File: src/rtl/nic_irq_pkg.sv
package nic_irq_pkg;
  localparam int EVT_N  = 7;
  localparam int REG_W  = EVT_N + 1;
  localparam int ADDR_W = 3;

  typedef enum logic [ADDR_W-1:0] {
    SEL_CMD  = 3'd0,
    SEL_STAT = 3'd1,
    SEL_MASK = 3'd2,
    SEL_TXS  = 3'd3,
    SEL_SRST = 3'd7
  } sel_e;

  localparam int BIT_TXEV = 1;
  localparam int BIT_RSTF = REG_W - 1;
  localparam int CMD_STOP = 0;
  localparam int CMD_TXRQ = 2;
  localparam int TXS_OK   = 0;

  localparam logic [REG_W-1:0] STAT_INIT = REG_W'(1) << BIT_RSTF;
  localparam logic [REG_W-1:0] MASK_INIT = '0;
  localparam logic [REG_W-1:0] CMD_INIT  = 8'h22;
  localparam logic [REG_W-1:0] TXS_DONE  = REG_W'(1) << TXS_OK;
endpackage

File: src/rtl/nic_irq_status.sv
module nic_irq_status
  import nic_irq_pkg::*;
(
  input  logic             clk,
  input  logic             init,
  input  logic [EVT_N-1:0] evt,
  input  logic             tx_evt,
  input  logic             clr_we,
  input  logic [EVT_N-1:0] clr_mask,
  input  logic             start_we,
  output logic [REG_W-1:0] stat_q
);
  logic [EVT_N-1:0] set_v;
  logic [EVT_N-1:0] low_q;
  logic             rstf_q;

  for (genvar g = 0; g < EVT_N; g++) begin : g_bit
    assign set_v[g] = evt[g] | (tx_evt & (g == BIT_TXEV));
    always_ff @(posedge clk) begin
      if (init)
        low_q[g] <= STAT_INIT[g];
      else
        low_q[g] <= (low_q[g] & ~(clr_we & clr_mask[g])) | set_v[g];
    end
  end

  always_ff @(posedge clk) begin
    if (init)
      rstf_q <= STAT_INIT[BIT_RSTF];
    else if (start_we)
      rstf_q <= 1'b0;
  end

  assign stat_q = {rstf_q, low_q};

  assert_evt_sets_R3: assert property (@(posedge clk) disable iff (init)
    (|set_v) |=> ((stat_q[EVT_N-1:0] & $past(set_v)) == $past(set_v)));

  assert_w1c_clears_R4: assert property (@(posedge clk) disable iff (init)
    clr_we |=> ((stat_q[EVT_N-1:0] & $past(clr_mask & ~set_v)) == '0));

  assert_w1c_keeps_flag_R4: assert property (@(posedge clk) disable iff (init)
    (clr_we && !start_we) |=> (stat_q[BIT_RSTF] == $past(stat_q[BIT_RSTF])));

  assert_start_clears_flag_R7: assert property (@(posedge clk) disable iff (init)
    start_we |=> !stat_q[BIT_RSTF]);
endmodule

File: src/rtl/nic_irq_regs.sv
module nic_irq_regs
  import nic_irq_pkg::*;
(
  input  logic             clk,
  input  logic             init,
  input  logic             wr,
  input  logic [ADDR_W-1:0] addr,
  input  logic [REG_W-1:0] wdata,
  input  logic             tx_done,
  output logic [REG_W-1:0] mask_q,
  output logic [REG_W-1:0] cmd_q,
  output logic [REG_W-1:0] txs_q
);
  logic [REG_W-1:0] cmd_nxt;
  logic             wr_cmd;
  logic             wr_mask;

  assign wr_cmd  = wr && (addr == SEL_CMD);
  assign wr_mask = wr && (addr == SEL_MASK);

  always_comb begin
    cmd_nxt = wr_cmd ? wdata : cmd_q;
    if (tx_done) cmd_nxt[CMD_TXRQ] = 1'b0;
  end

  always_ff @(posedge clk) begin
    if (init) begin
      mask_q <= MASK_INIT;
      cmd_q  <= CMD_INIT;
      txs_q  <= '0;
    end else begin
      if (wr_mask) mask_q <= wdata;
      cmd_q <= cmd_nxt;
      if (tx_done) txs_q <= TXS_DONE;
    end
  end

  assert_tx_done_R8: assert property (@(posedge clk) disable iff (init)
    tx_done |=> (!cmd_q[CMD_TXRQ] && txs_q == TXS_DONE));
endmodule

File: src/rtl/nic_irq_line.sv
module nic_irq_line
  import nic_irq_pkg::*;
(
  input  logic             clk,
  input  logic             init,
  input  logic [REG_W-1:0] stat,
  input  logic [REG_W-1:0] mask,
  output logic             irq_q
);
  localparam logic [REG_W-1:0] IRQ_EN = (REG_W'(1) << EVT_N) - REG_W'(1);

  always_ff @(posedge clk) begin
    if (init)
      irq_q <= 1'b0;
    else
      irq_q <= |(stat & mask & IRQ_EN);
  end
endmodule

File: src/rtl/nic_irq_unit.sv
module nic_irq_unit
  import nic_irq_pkg::*;
(
  input  logic              clk,
  input  logic              rst,
  input  logic              host_wr,
  input  logic              host_rd,
  input  logic [ADDR_W-1:0] host_addr,
  input  logic [REG_W-1:0]  host_wdata,
  output logic [REG_W-1:0]  host_rdata,
  input  logic [EVT_N-1:0]  evt_pulse,
  input  logic              tx_done,
  output logic              irq,
  output logic              stopped,
  output logic              tx_request
);
  logic             soft_rst;
  logic             init;
  logic             clr_we;
  logic             start_we;
  logic [REG_W-1:0] stat_q;
  logic [REG_W-1:0] mask_q;
  logic [REG_W-1:0] cmd_q;
  logic [REG_W-1:0] txs_q;

  assign soft_rst = host_rd && (host_addr == SEL_SRST);
  assign init     = rst || soft_rst;
  assign clr_we   = host_wr && (host_addr == SEL_STAT);
  assign start_we = host_wr && (host_addr == SEL_CMD) && !host_wdata[CMD_STOP];

  nic_irq_status u_status (
    .clk      (clk),
    .init     (init),
    .evt      (evt_pulse),
    .tx_evt   (tx_done),
    .clr_we   (clr_we),
    .clr_mask (host_wdata[EVT_N-1:0]),
    .start_we (start_we),
    .stat_q   (stat_q)
  );

  nic_irq_regs u_regs (
    .clk     (clk),
    .init    (init),
    .wr      (host_wr),
    .addr    (host_addr),
    .wdata   (host_wdata),
    .tx_done (tx_done),
    .mask_q  (mask_q),
    .cmd_q   (cmd_q),
    .txs_q   (txs_q)
  );

  nic_irq_line u_line (
    .clk   (clk),
    .init  (init),
    .stat  (stat_q),
    .mask  (mask_q),
    .irq_q (irq)
  );

  always_ff @(posedge clk) begin
    if (init) begin
      host_rdata <= '0;
    end else if (host_rd) begin
      unique case (host_addr)
        SEL_CMD:  host_rdata <= cmd_q;
        SEL_STAT: host_rdata <= stat_q;
        SEL_MASK: host_rdata <= mask_q;
        SEL_TXS:  host_rdata <= txs_q;
        default:  host_rdata <= '0;
      endcase
    end
  end

  assign stopped    = cmd_q[CMD_STOP];
  assign tx_request = cmd_q[CMD_TXRQ];

  assert_hard_init_R2: assert property (@(posedge clk)
    rst |=> (stat_q == STAT_INIT && mask_q == MASK_INIT && cmd_q == CMD_INIT
             && txs_q == '0 && !irq));

  assert_soft_init_R9: assert property (@(posedge clk) disable iff (rst)
    soft_rst |=> (host_rdata == '0 && stat_q == STAT_INIT && mask_q == MASK_INIT
                  && cmd_q == CMD_INIT));

  assert_irq_low_R6: assert property (@(posedge clk) disable iff (rst)
    !(|($past(stat_q[EVT_N-1:0]) & $past(mask_q[EVT_N-1:0]))) |-> !irq);

  assert_irq_high_R6: assert property (@(posedge clk) disable iff (init)
    (|(stat_q[EVT_N-1:0] & mask_q[EVT_N-1:0])) |=> irq);

  assert_mask_readback_R1: assert property (@(posedge clk) disable iff (rst)
    (host_rd && host_addr == SEL_MASK) |=> (host_rdata == $past(mask_q)));
endmodule

File: config.mk
export PLATFORM = sky130hd
export DESIGN_NAME = nic_irq_unit
export DESIGN_NICKNAME = d
export VERILOG_FILES = /design/src/rtl/nic_irq_pkg.sv /design/src/rtl/nic_irq_status.sv /design/src/rtl/nic_irq_regs.sv /design/src/rtl/nic_irq_line.sv /design/src/rtl/nic_irq_unit.sv
export SDC_FILE = /design/constraint.sdc
export NUM_CORES = 1
export LEC_CHECK = 0
export ABC_AREA = 1
export CAP_MARGIN = 10
export CORE_ASPECT_RATIO = 1.25
export CORE_UTILIZATION = 42
export DETAILED_ROUTE_END_ITERATION = 10
export PLACE_DENSITY = 0.7
export SLEW_MARGIN = 10
export SYNTH_ARGS = -nofsm -noshare
export SYNTH_HDL_FRONTEND = slang
export SYNTH_SLANG_ARGS = --single-unit
File: constraint.sdc
create_clock -name clk -period 1.8 [get_ports clk]
set_clock_uncertainty 0.2 [all_clocks]
set_input_delay 0.45 -clock clk [delete_from_list [all_inputs] [get_ports clk]]
set_output_delay 0.45 -clock clk [all_outputs]
set_load 0.02 [all_outputs]
==> flow_summary.yaml <==
run_status:
  outcome: "finished, final reports clean"
sta:
  fin_crit_ns: 1.63
  totalNegativeSetupSlack_ns: 0
  final_max_slew_viol_count: 0
  timing.slew.headroom_pct: 79.8
  achievable-frequency_mhz: 613
  setup-violations-final: 0
  rsz0062_at_grt: "false"
  finalCritPeriodShare_pct: 90.6
  hold_violations: 0
  worst_pin_slew_ns: 0.303
  timing.hold.ws_ns: 0.260
critical_path:
  crit_chain: "dlygate4sd2_1"
  end_kind: "output port"
  required_ns: 1.15
  r2r_slack_ns: 0.77
  worstReg2RegEnd: "host_rdata[0]"
  reg2reg_from: "u_regs.cmd_q[0]"
  max_stage_delay_ns: 0.36
  worst_r2r_path_depth: 4
  cp_num_buf_inv: 1
  timing.critical_path.from_type: "flop"
  worst-setup-path-type: "flop to output port"
  cp_data_arrival_time_ns: 0.98
  slowest_stage: "dfxtp_1"
  critical-path-top-delay-family: "flip-flops"
  cp_max_fo: 3
power_and_ir_drop:
  swShare_pct: 25.3
  power.net_switching_uw: 390
  cell_internal_pwr_mw: 1.15
  post-layout-total-power_mw: 1.54
  p_clk_share_pct: 34.1
  total_power_divided_by_cell_area_nw_per_um2: 738
  seq_power_share_pct: 51.8
  lkg_pwr_nw: 0.882
  combinationalPowerShare_pct: 14.1
  ir_worst_vdd_uv: 717
logic_synthesis:
  synth_seq_area_share_pct: 44.7
  synth_top_cell_area_share_pct: 44.7
  synth-compound-area-share_pct: 13.7
  post_synth.cell_area_avg_um2: 7.40
  netlist-cell-type-count: 23
  synthXorXnorAreaFrac_pct: 0
  synth_fp_nets: 229
  post_synthesis_register_bit_count: 34
  synth_common_cells: "nand2_1 (63), nand3_1 (38), dfxtp_1 (34)"
  yosys.cell_count.top_type: "nand2_1"
  synth_mux_area_share_pct: 0
  synth_top_family_by_area: "simple AND/OR/NAND/NOR gates"
  synthArstFlopShare_pct: 0
  post_synth_inst_count: 206
  synth.top_cells.by_area: "dfxtp_1 (45%), nand2_1 (16%), nand3_1 (12%)"
  number_of_flops_mapped_to_enable_cells_by_yosys: 0
  post_synthesis_share_of_cell_area_spent_on_and_or_nand_and_nor_gates_pct: 34.6
  mappedNetlistArea_um2: 1520
  post_synthesis_share_of_cell_area_spent_on_full_adders_half_adders_and_majority_gates_pct: 0
  synth_largest_area_cell: "dfxtp_1"
  most_common_flop_cell_mapped_by_yosys: "dfxtp_1"
  yosys_warnings: 0
routing:
  drc_errors: 0
  postRouteAntennaNets: 0
  vias_per_cell: 5.17
  routed_wirelength_um: 3800
  wl_per_cell_um: 12.8
  vias_after_detailed_routing: 1535
  number_of_detailed_routing_iterations_run_before_antenna_repair: 4
  initialDrtViolationCount: 49
floorplanning:
  fp.dieH_um: 69.3
  coreArea_um2: 3480
  initial_core_util_pct: 43.8
  design.die.area_um2: 3870
  die_w_um: 55.9
  design.portCount: 34
  core.rowCount: 24
clock_tree:
  clkLatencyLatePin_ns: 0.28
  cts_hold_repair.buffers: 0
  cts_buffers: 5
  tritoncts_num_sinks: 34
  cts_tree: "built"
  clockRootBuffer: "clkbuf_8"
  ctsLongestPathBuffers: 2
  cts.reportedPaths.clkPinSlew_ns: 0.07
  clock_tree.htree_level_count: 2
global_route:
  grtUsageTotal_pct: 22.3
  number_of_antenna_violations_at_the_first_check_in_global_routing: 0
  grt_max_degree: 15
  global_route.overflow_total: 0
  first_global_vias: 1439
  global_route_wire_length_before_repair_um: 6600
cells_and_area:
  areaGrowthSynthToFinish_pct: 36.9
  finalNetCount: 281
  post_route_cells_drive_above_1_share_pct: 17.4
  filler_cell_count: 359
  antenna-diode-count: 0
job:
  timing.max_cap.violations: 0
placement:
  routabilityCongestion: 0.906
  place.detailed.hpwl_um: 2870
  io_buffer_count: 33
worst_hold_path:
  number_of_stages_on_the_worst_hold_path: 2
  min_delay_worst_endpoint: "host_rdata[1]"
  holdCritStartpoint: "host_rdata[1]"
  min_path_type: "flop to flop"
-- metrics by stage --
step / cells / util, % / cell area (um2) / setup slack, ns
2_1_floorplan: 206 / - / 1520 / 0.269
3_3_place_gp: 290 / 57.8 / 2010 / -0.254
3_5_place_dp: 290 / 57.8 / 2010 / -0.261
4_1_cts: 297 / 59.7 / 2080 / 0.0402
5_1_grt: 297 / 59.9 / 2090 / 0.110
6_report: 297 / 59.9 / 2090 / 0.169
-- metal layers --
layer / up-vias / share of wire (%) / global-route usage (%)
li1: 788 / - / -
met1: 708 / 46 / 28.4
met2: 33 / 49 / 34.7
met3: 6 / 3.4 / 5.78
met4: 0 / 2.1 / 11.4
met5: - / 0 / 0
-- kinds of logic (layout without fill, tap and decap cells) --
| kind of cell | after synthesis | after routing |
|---|---|---|
| buf+inv | 18 | 70 |
| simple gates | 120 | 120 |
| flops | 34 | 34 |
| compound gates | 34 | 34 |
-- tightest hold or removal path: stages (launching register included) --
cell and delay, ns:
dfxtp_1 0.31, nand2_1 0.06, a21oi_1 0.05
-- what timing repair did --
action | 4_1_cts | 5_1_grt
cloned | 0 | 0
buffers inserted | 0 | 0
endpoints found under the hold margin | 0 | 0
setup endpoints to repair | 11 | 22
pin swaps | 0 | 1
gates resized for setup | 11 | 3
-- how the worst max path moves through the flow --
stage	from	end	slack, ns	cells after the start
final	u_regs.cmd_q[0]	stopped	0.17	1
after global routing	u_regs.cmd_q[0]	stopped	0.11	1
after CTS	host_addr[2]	u_regs.cmd_q[4]	0.04	7
after detailed placement	host_addr[2]	u_status.rstf_q	-0.26	6
after global placement	host_addr[2]	u_regs.cmd_q[4]	-0.25	7
after floorplan	host_wr	u_status.stat_q[6]	0.27	5
-- layout by cell type (no fill, tap or decap), types with 5 or more instances in the layout --
| cell type | instances |
|---|---|
| a21oi_2 | 5 |
| nand3_1 | 38 |
| buf_4 | 22 |
| dfxtp_1 | 34 |
| clkdlybuf4s50_1 | 19 |
| nor2_1 | 12 |
| a21oi_1 | 24 |
| dlygate4sd2_1 | 11 |
| nand2_1 | 63 |
| clkbuf_8 | 5 |
-- power groups by stage --
stage | Sequential, mW | Clock (mW) | Combinational, mW
finish | 0.797 | 0.524 | 0.218
global route | 0.800 | 0.576 | 0.237
CTS | 0.797 | 0.544 | 0.219
detailed placement | 0.814 | 0 | 0.221
global placement | 0.813 | 0 | 0.220
floorplan | 0.814 | 0 | 0.0965
-- flip-flops by register name, summed over array words and instances, names as in the netlist --
name             count
u_status.stat_q      7
u_status.rstf_q      1
u_regs.mask_q        8
u_regs.cmd_q         8
host_rdata           8
u_regs.txs_q         1
u_line.irq_q         1
-- area by class of cell --
| type | count | area, um2 | share of cell area (%) |
|---|---|---|---|
| Inverter | 7 | 31.3 | 1.50 |
| Sequential cell | 34 | 681 | 32.6 |
| Tap cell | 39 | 48.8 | 2.34 |
| Timing Repair Buffer | 56 | 509 | 24.4 |
| Clock buffer | 6 | 72.6 | 3.48 |
| Clock inverter | 1 | 7.51 | 0.360 |
| Multi-Input combinational cell | 154 | 737 | 35.3 |
(Power assumes the default switching activity.)
